**src/rtl/tp_pkg.sv**
```systemverilog
package tp_pkg;

    typedef enum logic [1:0] {
        CTR_SNT = 2'd0,
        CTR_WNT = 2'd1,
        CTR_WT  = 2'd2,
        CTR_ST  = 2'd3
    } ctr_t;

    // climb on up, fall otherwise, hold at both ends
    function automatic ctr_t ctr_step(input ctr_t cur, input logic up);
        ctr_t nxt;
        unique case (cur)
            CTR_SNT: nxt = up ? CTR_WNT : CTR_SNT;
            CTR_WNT: nxt = up ? CTR_WT  : CTR_SNT;
            CTR_WT:  nxt = up ? CTR_ST  : CTR_WNT;
            CTR_ST:  nxt = up ? CTR_ST  : CTR_WT;
        endcase
        return nxt;
    endfunction

    function automatic logic ctr_says_taken(input ctr_t cur);
        return (cur == CTR_WT) || (cur == CTR_ST);
    endfunction

endpackage

```
**src/rtl/tp_ctr_table.sv**
```systemverilog
module tp_ctr_table
    import tp_pkg::*;
#(
    parameter int IDX_W = 6
) (
    input  logic             clk,
    input  logic             rst_n,
    input  logic [IDX_W-1:0] rd_idx,
    output ctr_t             rd_st,
    input  logic             wr_en,
    input  logic [IDX_W-1:0] wr_idx,
    input  logic             wr_up
);
    localparam int DEPTH = 1 << IDX_W;

    ctr_t ctr_q [DEPTH];
    ctr_t wr_next;

    always_comb begin
        wr_next = ctr_step(ctr_q[wr_idx], wr_up);
    end

    always_ff @(posedge clk) begin
        if (!rst_n) begin
            for (int i = 0; i < DEPTH; i++) begin
                ctr_q[i] <= CTR_WNT;
            end
        end else if (wr_en) begin
            ctr_q[wr_idx] <= wr_next;
        end
    end

    always_comb begin
        rd_st = ctr_q[rd_idx];
    end

endmodule

```
**src/rtl/tp_hist_table.sv**
```systemverilog
module tp_hist_table #(
    parameter int IDX_W  = 4,
    parameter int HIST_W = 2
) (
    input  logic              clk,
    input  logic              rst_n,
    input  logic [IDX_W-1:0]  rd_idx,
    output logic [HIST_W-1:0] rd_hist,
    input  logic [IDX_W-1:0]  up_idx,
    output logic [HIST_W-1:0] up_hist,
    input  logic              up_en,
    input  logic              up_bit
);
    localparam int DEPTH = 1 << IDX_W;

    logic [HIST_W-1:0] hist_q [DEPTH];

    always_ff @(posedge clk) begin
        if (!rst_n) begin
            for (int i = 0; i < DEPTH; i++) begin
                hist_q[i] <= '0;
            end
        end else if (up_en) begin
            hist_q[up_idx] <= HIST_W'({hist_q[up_idx], up_bit});
        end
    end

    always_comb begin
        rd_hist = hist_q[rd_idx];
        up_hist = hist_q[up_idx];
    end

endmodule

```
**src/rtl/tourney_predictor.sv**
```systemverilog
module tourney_predictor
    import tp_pkg::*;
#(
    parameter int PC_W      = 32,
    parameter int PC_LSB    = 2,
    parameter int LHT_IDX_W = 4,
    parameter int LHIST_W   = 2,
    parameter int GHIST_W   = 6,
    parameter int CH_IDX_W  = 6
) (
    input  logic            clk,
    input  logic            rst_n,
    input  logic [PC_W-1:0] pred_pc,
    output logic            pred_taken,
    output logic            pred_local,
    output logic            pred_global,
    input  logic            upd_valid,
    input  logic [PC_W-1:0] upd_pc,
    input  logic            upd_taken,
    input  logic            upd_local,
    input  logic            upd_global
);
    logic [GHIST_W-1:0]   ghist;
    logic [LHT_IDX_W-1:0] p_lht_idx, u_lht_idx;
    logic [LHIST_W-1:0]   p_lhist, u_lhist;
    logic [CH_IDX_W-1:0]  p_ch_idx, u_ch_idx;
    ctr_t                 lcl_st, glb_st, choose_st;
    logic                 ch_train, ch_up;
    logic                 unused_pc_bits;

    assign unused_pc_bits = ^{pred_pc, upd_pc};

    always_comb begin
        p_lht_idx = pred_pc[PC_LSB +: LHT_IDX_W];
        u_lht_idx = upd_pc[PC_LSB +: LHT_IDX_W];
        p_ch_idx  = pred_pc[PC_LSB +: CH_IDX_W] ^ CH_IDX_W'(ghist);
        u_ch_idx  = upd_pc[PC_LSB +: CH_IDX_W] ^ CH_IDX_W'(ghist);
        ch_train  = upd_valid && (upd_local != upd_global);
        ch_up     = (upd_global == upd_taken);
    end

    tp_hist_table #(.IDX_W(LHT_IDX_W), .HIST_W(LHIST_W)) u_lht (
        .clk     (clk),
        .rst_n   (rst_n),
        .rd_idx  (p_lht_idx),
        .rd_hist (p_lhist),
        .up_idx  (u_lht_idx),
        .up_hist (u_lhist),
        .up_en   (upd_valid),
        .up_bit  (upd_taken)
    );

    tp_ctr_table #(.IDX_W(LHIST_W)) u_local (
        .clk    (clk),
        .rst_n  (rst_n),
        .rd_idx (p_lhist),
        .rd_st  (lcl_st),
        .wr_en  (upd_valid),
        .wr_idx (u_lhist),
        .wr_up  (upd_taken)
    );

    tp_ctr_table #(.IDX_W(GHIST_W)) u_global (
        .clk    (clk),
        .rst_n  (rst_n),
        .rd_idx (ghist),
        .rd_st  (glb_st),
        .wr_en  (upd_valid),
        .wr_idx (ghist),
        .wr_up  (upd_taken)
    );

    tp_ctr_table #(.IDX_W(CH_IDX_W)) u_chooser (
        .clk    (clk),
        .rst_n  (rst_n),
        .rd_idx (p_ch_idx),
        .rd_st  (choose_st),
        .wr_en  (ch_train),
        .wr_idx (u_ch_idx),
        .wr_up  (ch_up)
    );

    always_ff @(posedge clk) begin
        if (!rst_n) begin
            ghist <= '0;
        end else if (upd_valid) begin
            ghist <= GHIST_W'({ghist, upd_taken});
        end
    end

    always_comb begin
        pred_local  = ctr_says_taken(lcl_st);
        pred_global = ctr_says_taken(glb_st);
        pred_taken  = choose_st[1] ? pred_global : pred_local;
    end

endmodule

```
**config.mk**
```make
export PLATFORM = sky130hd
export DESIGN_NAME = tourney_predictor
export DESIGN_NICKNAME = d
export VERILOG_FILES = /design/src/rtl/tp_pkg.sv /design/src/rtl/tp_ctr_table.sv /design/src/rtl/tp_hist_table.sv /design/src/rtl/tourney_predictor.sv
export SDC_FILE = /design/constraint.sdc
export NUM_CORES = 1
export LEC_CHECK = 0
export ABC_AREA = 1
export BUFFER_PORTS_ARGS = -buffer_cell sky130_fd_sc_hd__buf_2
export CORE_UTILIZATION = 55
export CTS_CLUSTER_DIAMETER = 80
export CTS_CLUSTER_SIZE = 16
export DETAILED_ROUTE_END_ITERATION = 8
export HOLD_SLACK_MARGIN = 0.15
export PLACE_DENSITY_LB_ADDON = 0.1
export SETUP_SLACK_MARGIN = 0.5
export SLEW_MARGIN = 40
export SYNTH_ARGS = -nofsm -noshare
export SYNTH_HDL_FRONTEND = slang
export SYNTH_SLANG_ARGS = --single-unit
```
**constraint.sdc**
```tcl
create_clock -name clk -period 2.6 [get_ports clk]
set_clock_uncertainty 0.2 [all_clocks]
set_input_delay 0 -clock clk [delete_from_list [all_inputs] [get_ports clk]]
set_output_delay 0 -clock clk [all_outputs]
set_load 0.03 [all_outputs]
```
* Word-level counts from Yosys, hierarchy flattened
Memories as Yosys holds them, arrays and structs flattened. A register that Yosys moved wholly into a read port is not among the register bits. Index checks and enable logic that the tools add are counted.
Word-level totals: register bits after elaboration 6, bits in writable memories 296, memories 4
Memories:
- u_chooser.ctr_q | depth 64, width 2, read ports 2, clocked after memory_dff 0, write ports 64, RTL line tp_ctr_table.sv:16 | ctr_t ctr_q [DEPTH];
- u_global.ctr_q | depth 64, width 2, read ports 1, clocked after memory_dff 1, write ports 64, RTL line tp_ctr_table.sv:16
- u_lht.hist_q | depth 16, width 2, read ports 2, clocked after memory_dff 0, write ports 16, RTL line tp_hist_table.sv:16 | logic [HIST_W-1:0] hist_q [DEPTH];
- u_local.ctr_q | depth 4, width 2, read ports 2, clocked after memory_dff 0, write ports 4, RTL line tp_ctr_table.sv:16
Cells by class: reductions and logical operators 10, equality and inequality tests 13, bitwise operators 2, multiplexer cells 33
Operators with widths (number):
- two-way mux 6 bit | 4
- one-hot mux 2 bit (4 select lines) | 3
- two-way mux 2 bit | 9
- equality test 2 bit, second input constant | 8
- two-way mux 1 bit | 16
- bitwise XOR 6 bit | 2
- OR reduction 2 bit | 4
- equality test 2 x 1 -> 1 bit, second input constant | 3
- zero test 2 bit | 3
- two-way mux 4 bit | 1
- logical OR 1 bit | 2
- equality test 1 bit | 1
- logical AND 1 bit | 1
- != test 1 bit | 1

* Longest topological paths before layout
word-level depth 7, gate-level depth with buffers 20

* Modules after synthesis
Synthesis repeated with hierarchy kept, for this count alone.
Second synthesis, totals: cells, all modules 2607, area, all modules 19815.3 um2
Modules (own cells, without submodules):
- tp_ctr_table at u_chooser ... | seq. area each 3843.7 um2, times used 2, area each 8459.4 um2, cells an instance 1110
- tp_hist_table | seq. area each 960.9 um2, times used 1, area each 1975.6 um2, cells an instance 259
- tp_ctr_table at u_local | seq. area each 240.2 um2, times used 1, area each 528.0 um2, cells an instance 69
- tourney_predictor | seq. area each 120.1 um2, times used 1, area each 392.9 um2, cells an instance 59

* Least setup slack after synthesis
No wires, ideal clock.
path kind register to output, start reg ghist[1], end out pred_taken, stages on the path, launching flop included 12, required time 2.400 ns, arrival time 2.375 ns, setup slack 0.025 ns, buffers on the path 2, cells stage by stage dfxtp_1 buf_2 xnor2_1 inv_1 buf_2 o211ai_1 nand3_1 nand3_1 nand3_1 nand3_1 nand2_1 o21ai_0
Between the ends: cells in the longest elaborated chain, start to end 3
Ends and longest elaborated chain:
- from (decl) | RTL line tourney_predictor.sv:23 | logic [GHIST_W-1:0] ghist;
- from (signal assigned) | RTL line tourney_predictor.sv:87 | ghist <= GHIST_W'({ghist, upd_taken});
- bitwise XOR 6 bit | RTL line tourney_predictor.sv:36 | p_ch_idx = pred_pc[PC_LSB +: CH_IDX_W] ^ CH_IDX_W'(ghist);
- memory read (64 x 2 bit)
- two-way mux 1 bit | RTL line tourney_predictor.sv:94 | pred_taken = choose_st[1] ? pred_global : pred_local;
- to (decl) | RTL line tourney_predictor.sv:14 | output logic pred_taken,
No other way between the ends.

==> qor.yml <==
status:
  status: "complete, but fails checks"
  violations: "negative setup slack"
synth:
  yosys.area.top_type_share: 0.5158
  synth-main-ff-cell: "edfxtp_1"
  synthSimpleGateAreaFrac: 0.2478
  synth.avg_cell_area_sq_um: 7.959
  synth.largest_area_cell: "edfxtp_1"
  synth_cells: 2165
  yosysWarnings: 0
  synth_xor_xnor_area_share: 0.007624
  async_flop_share: 0
  synth-compound-area-share: 0.1192
  synthTopCellsByCount: "632 x nand2_1, 329 x nor2_1, 296 x edfxtp_1"
  synthAdderAreaFrac: 0
  synth_top_family_by_area: "simple AND/OR/NAND/NOR gates"
  yosysMostFrequentCell: "nand2_1"
  synth.distinct_cells: 33
  synth_seq_area_share: 0.5298
  ys_ff_latch: 308
  syn-num-nets: 2235
  ys_top_cells_by_area: "edfxtp_1 52%, nand2_1 14%, nor2_1 7.2%, inv_1 6.0%, a21oi_1 3.3%"
  syn_area_sq_um: 17230
  synth_edf_count: 296
  muxShareOfSynthArea: 0
floorplanning:
  start_util: 0.5618
  die_h_microns: 179
  io_pins: 73
  num_rows: 64
  die_x_microns: 179
  core-area_sq_um: 30670
  fp.dieArea_sq_um: 32040
critical_path:
  crit_start: "ghist[0]"
  r2r_cells: 18
  critPathLaunchType: "register"
  crit_required_ns: 2.69
  ff2ff_setup_slack_ns: -0.13
  arrival_ns: 2.82
  reg2reg_from: "ghist[0]"
  cp-endpoint: "u_chooser.ctr_q[23][1]"
  crit_path_end_kind: "register"
  critPathKind: "register to register"
  reg2reg_to: "u_chooser.ctr_q[23][1]"
  worstPathMaxFanout: 8
placement:
  io_buffers: 20
  gp_congestion: 0.9156
  hpwl_microns: 31310
cells_and_area:
  fill_cells: 2436
  fin_util: 0.6749
  drive_gt1_frac: 0.1398
  diodes: 0
  area_delta_synth_final_pct: 20.12
  nNetsFinal: 2299
sta:
  rsz0062_at_grt: "yes"
  tightest_slew_ns: 0.8617
  max_freq_mhz: 365.9
  slew_viol_final: 0
  setup_viol: 245
  finalHoldViolCount: 0
  max_slew_margin: 0.4214
  min_period_ns: 2.733
  period_share: 1.051
  fin_ws_ns: -0.1331
grt:
  grt_overflow: 0
  antenna_found_initial: 0
  grt_pass1_wl_microns: 77030
  grt_max_degree: 149
  grtUsageTotal: 0.3131
  grt_pass1_vias: 14490
clock_tree:
  cts_tree: "done"
  clkLatencyLatePin_ns: 0.55
  ctsLongestPathBuffers: 3
  h-tree-depth: 1
  clock-root-buffer: "clkbuf_16"
  clk_pin_slew_worst_paths_ns: 0.07
  cts_buffers: 23
  clkSinkCount: 308
  cts_hold_buf: 10
route:
  first_iter_violations: 1970
  drc: 0
  avgRoutedWirePerCell_microns: 20.22
  vias: 15640
  viasPerCell: 5.935
  first_pass_iters: 7
  ant_nets: 0
  drt_wl_total_microns: 53280
pwr:
  power.density_nw_per_um2: 546.7
  pwr-share-comb: 0.207
  clkPwrFrac: 0.300
  p_sw_frac: 0.2878
  power.internal_uw: 8059
  p_seq_frac: 0.493
  p_switching_uw: 3256
  power_leakage_uw: 0.007852
  total_power_uw: 11320
  peakVddDrop_mv: 0.5120
run:
  max-cap-violations: 0
worst_hold_path:
  holdCritPathClass: "input pin to register"
## layout make-up
type | instances | area [sq um] | share of cell area
clock inverters | 2 | 25.02 | 0.001209
multi-input cells | 1451 | 7020 | 0.3392
repair buffers | 160 | 2315 | 0.1118
well taps | 396 | 495.5 | 0.02394
inverters | 285 | 1089 | 0.05259
flip-flops and latches | 308 | 9141 | 0.4416
clock buffers | 33 | 613.1 | 0.02962
## what timing repair did
action | in CTS | in global routing
resized for setup | 61 | 118
hold endpoints to repair | 492 | 2
setup endpoints to repair | 447 | 485
setup buffers | 14 | 9
cloned | 12 | 25
pin swaps | 31 | 44
## cells by family (layout without fill, tap and decap cells)
kind of cell,Yosys count,after routing
AOI/OAI and AO/OA,356,356
buffers and inverters,407,480
xor gates and xnor gates,12,12
and+or+nand+nor,1082,1083
DFF,308,308
## worst min-delay path by stage
stage / from / endpoint / slack, ns / cells after the start
floorplan: upd_taken / register / 0.07 / 2
global placement: upd_valid / u_local.ctr_q[3][0] / 0.22 / 4
detailed placement: upd_valid / u_local.ctr_q[3][0] / 0.22 / 4
CTS: upd_pc[6] / u_chooser.ctr_q[25][0] / 0.05 / 6
global route: upd_pc[6] / u_chooser.ctr_q[24][0] / 0.12 / 6
finish: upd_pc[6] / u_chooser.ctr_q[25][0] / 0.11 / 6
## power by group through the flow
| stage | Combinational [uW] | Sequential [uW] | Clock [uW] |
|---|---|---|---|
| after global routing | 2450 | 5590 | 3570 |
| after floorplan | 1140 | 5670 | 0 |
| after CTS | 1870 | 5580 | 3410 |
| after detailed placement | 1660 | 5690 | 0 |
| final | 2350 | 5580 | 3390 |
| after global placement | 1650 | 5690 | 0 |
## registers in the layout, indices dropped and copies added (netlist names), named ones only
register and cells:
ghist 6, u_chooser.ctr_q 128, u_local.ctr_q 8, u_global.ctr_q 128, u_lht.hist_q 32
## metal layers
layer / up-vias / GRT usage / wire (microns)
met2: 900 / 0.5283 / 25590
met5: - / 0 / 0
met3: 178 / 0.03668 / 5279
li1: 7179 / - / -
met1: 7381 / 0.4164 / 20150
met4: 0 / 0.1095 / 2255
## metrics by stage
stage	setup TNS (ns)	hold WS [ns]	area (sq um)	setup slack, ns	cells
3_5_place_dp	0	0.2243	18210	0.001620	2530
5_1_grt	-39.98	0.1238	20700	-0.2276	2635
2_1_floorplan	0	0.07281	17540	0.3410	2165
3_3_place_gp	0	0.2210	18210	0.04116	2530
4_1_cts	-1.668	0.05203	19620	-0.04554	2601
6_report	-17.72	0.1131	20700	-0.1331	2635
## layout by cell type, fill, tap and decap left out, types with 5 or more instances in the layout
| cell type | instances |
|---|---|
| a21oi_1 | 99 |
| a21oi_2 | 34 |
| a22oi_1 | 14 |
| buf_12 | 33 |
| buf_16 | 11 |
| buf_2 | 17 |
| buf_4 | 47 |
| buf_6 | 16 |
| clkbuf_1 | 10 |
| clkbuf_16 | 45 |
| dfxtp_1 | 8 |
| dlygate4sd3_1 | 8 |
| edfxtp_1 | 296 |
| inv_1 | 272 |
| inv_2 | 8 |
| nand2_1 | 605 |
| nand2_2 | 15 |
| nand2_4 | 16 |
| nand2_8 | 6 |
| nand3_1 | 68 |
| nand3_2 | 16 |
| nand3_4 | 6 |
| nand3b_1 | 5 |
| nor2_1 | 321 |
| nor2_2 | 7 |
| nor3_1 | 14 |
| o211ai_1 | 41 |
| o21ai_0 | 73 |
| o21ai_1 | 49 |
| o21ai_2 | 5 |
| o22ai_1 | 31 |
| o22ai_2 | 6 |
| xnor2_1 | 5 |
## worst max-delay path: stages (launching register included)
cell and delay (ns):
dfxtp_4 0.36, inv_4 0.09, nand2_2 0.14, nand2_4 0.18, clkbuf_16 0.17, nand2_1 0.05
nand2_1 0.05, nand2_1 0.04, nand2_1 0.08, nand2_1 0.05, nand3_1 0.12, nand3_1 0.12
nand2_1 0.09, nand2_2 0.09, nand2_2 0.10, nand2_2 0.08, nand2_8 0.18, clkbuf_16 0.20
a21oi_1 0.07
Power figures use the tool's default switching activity.
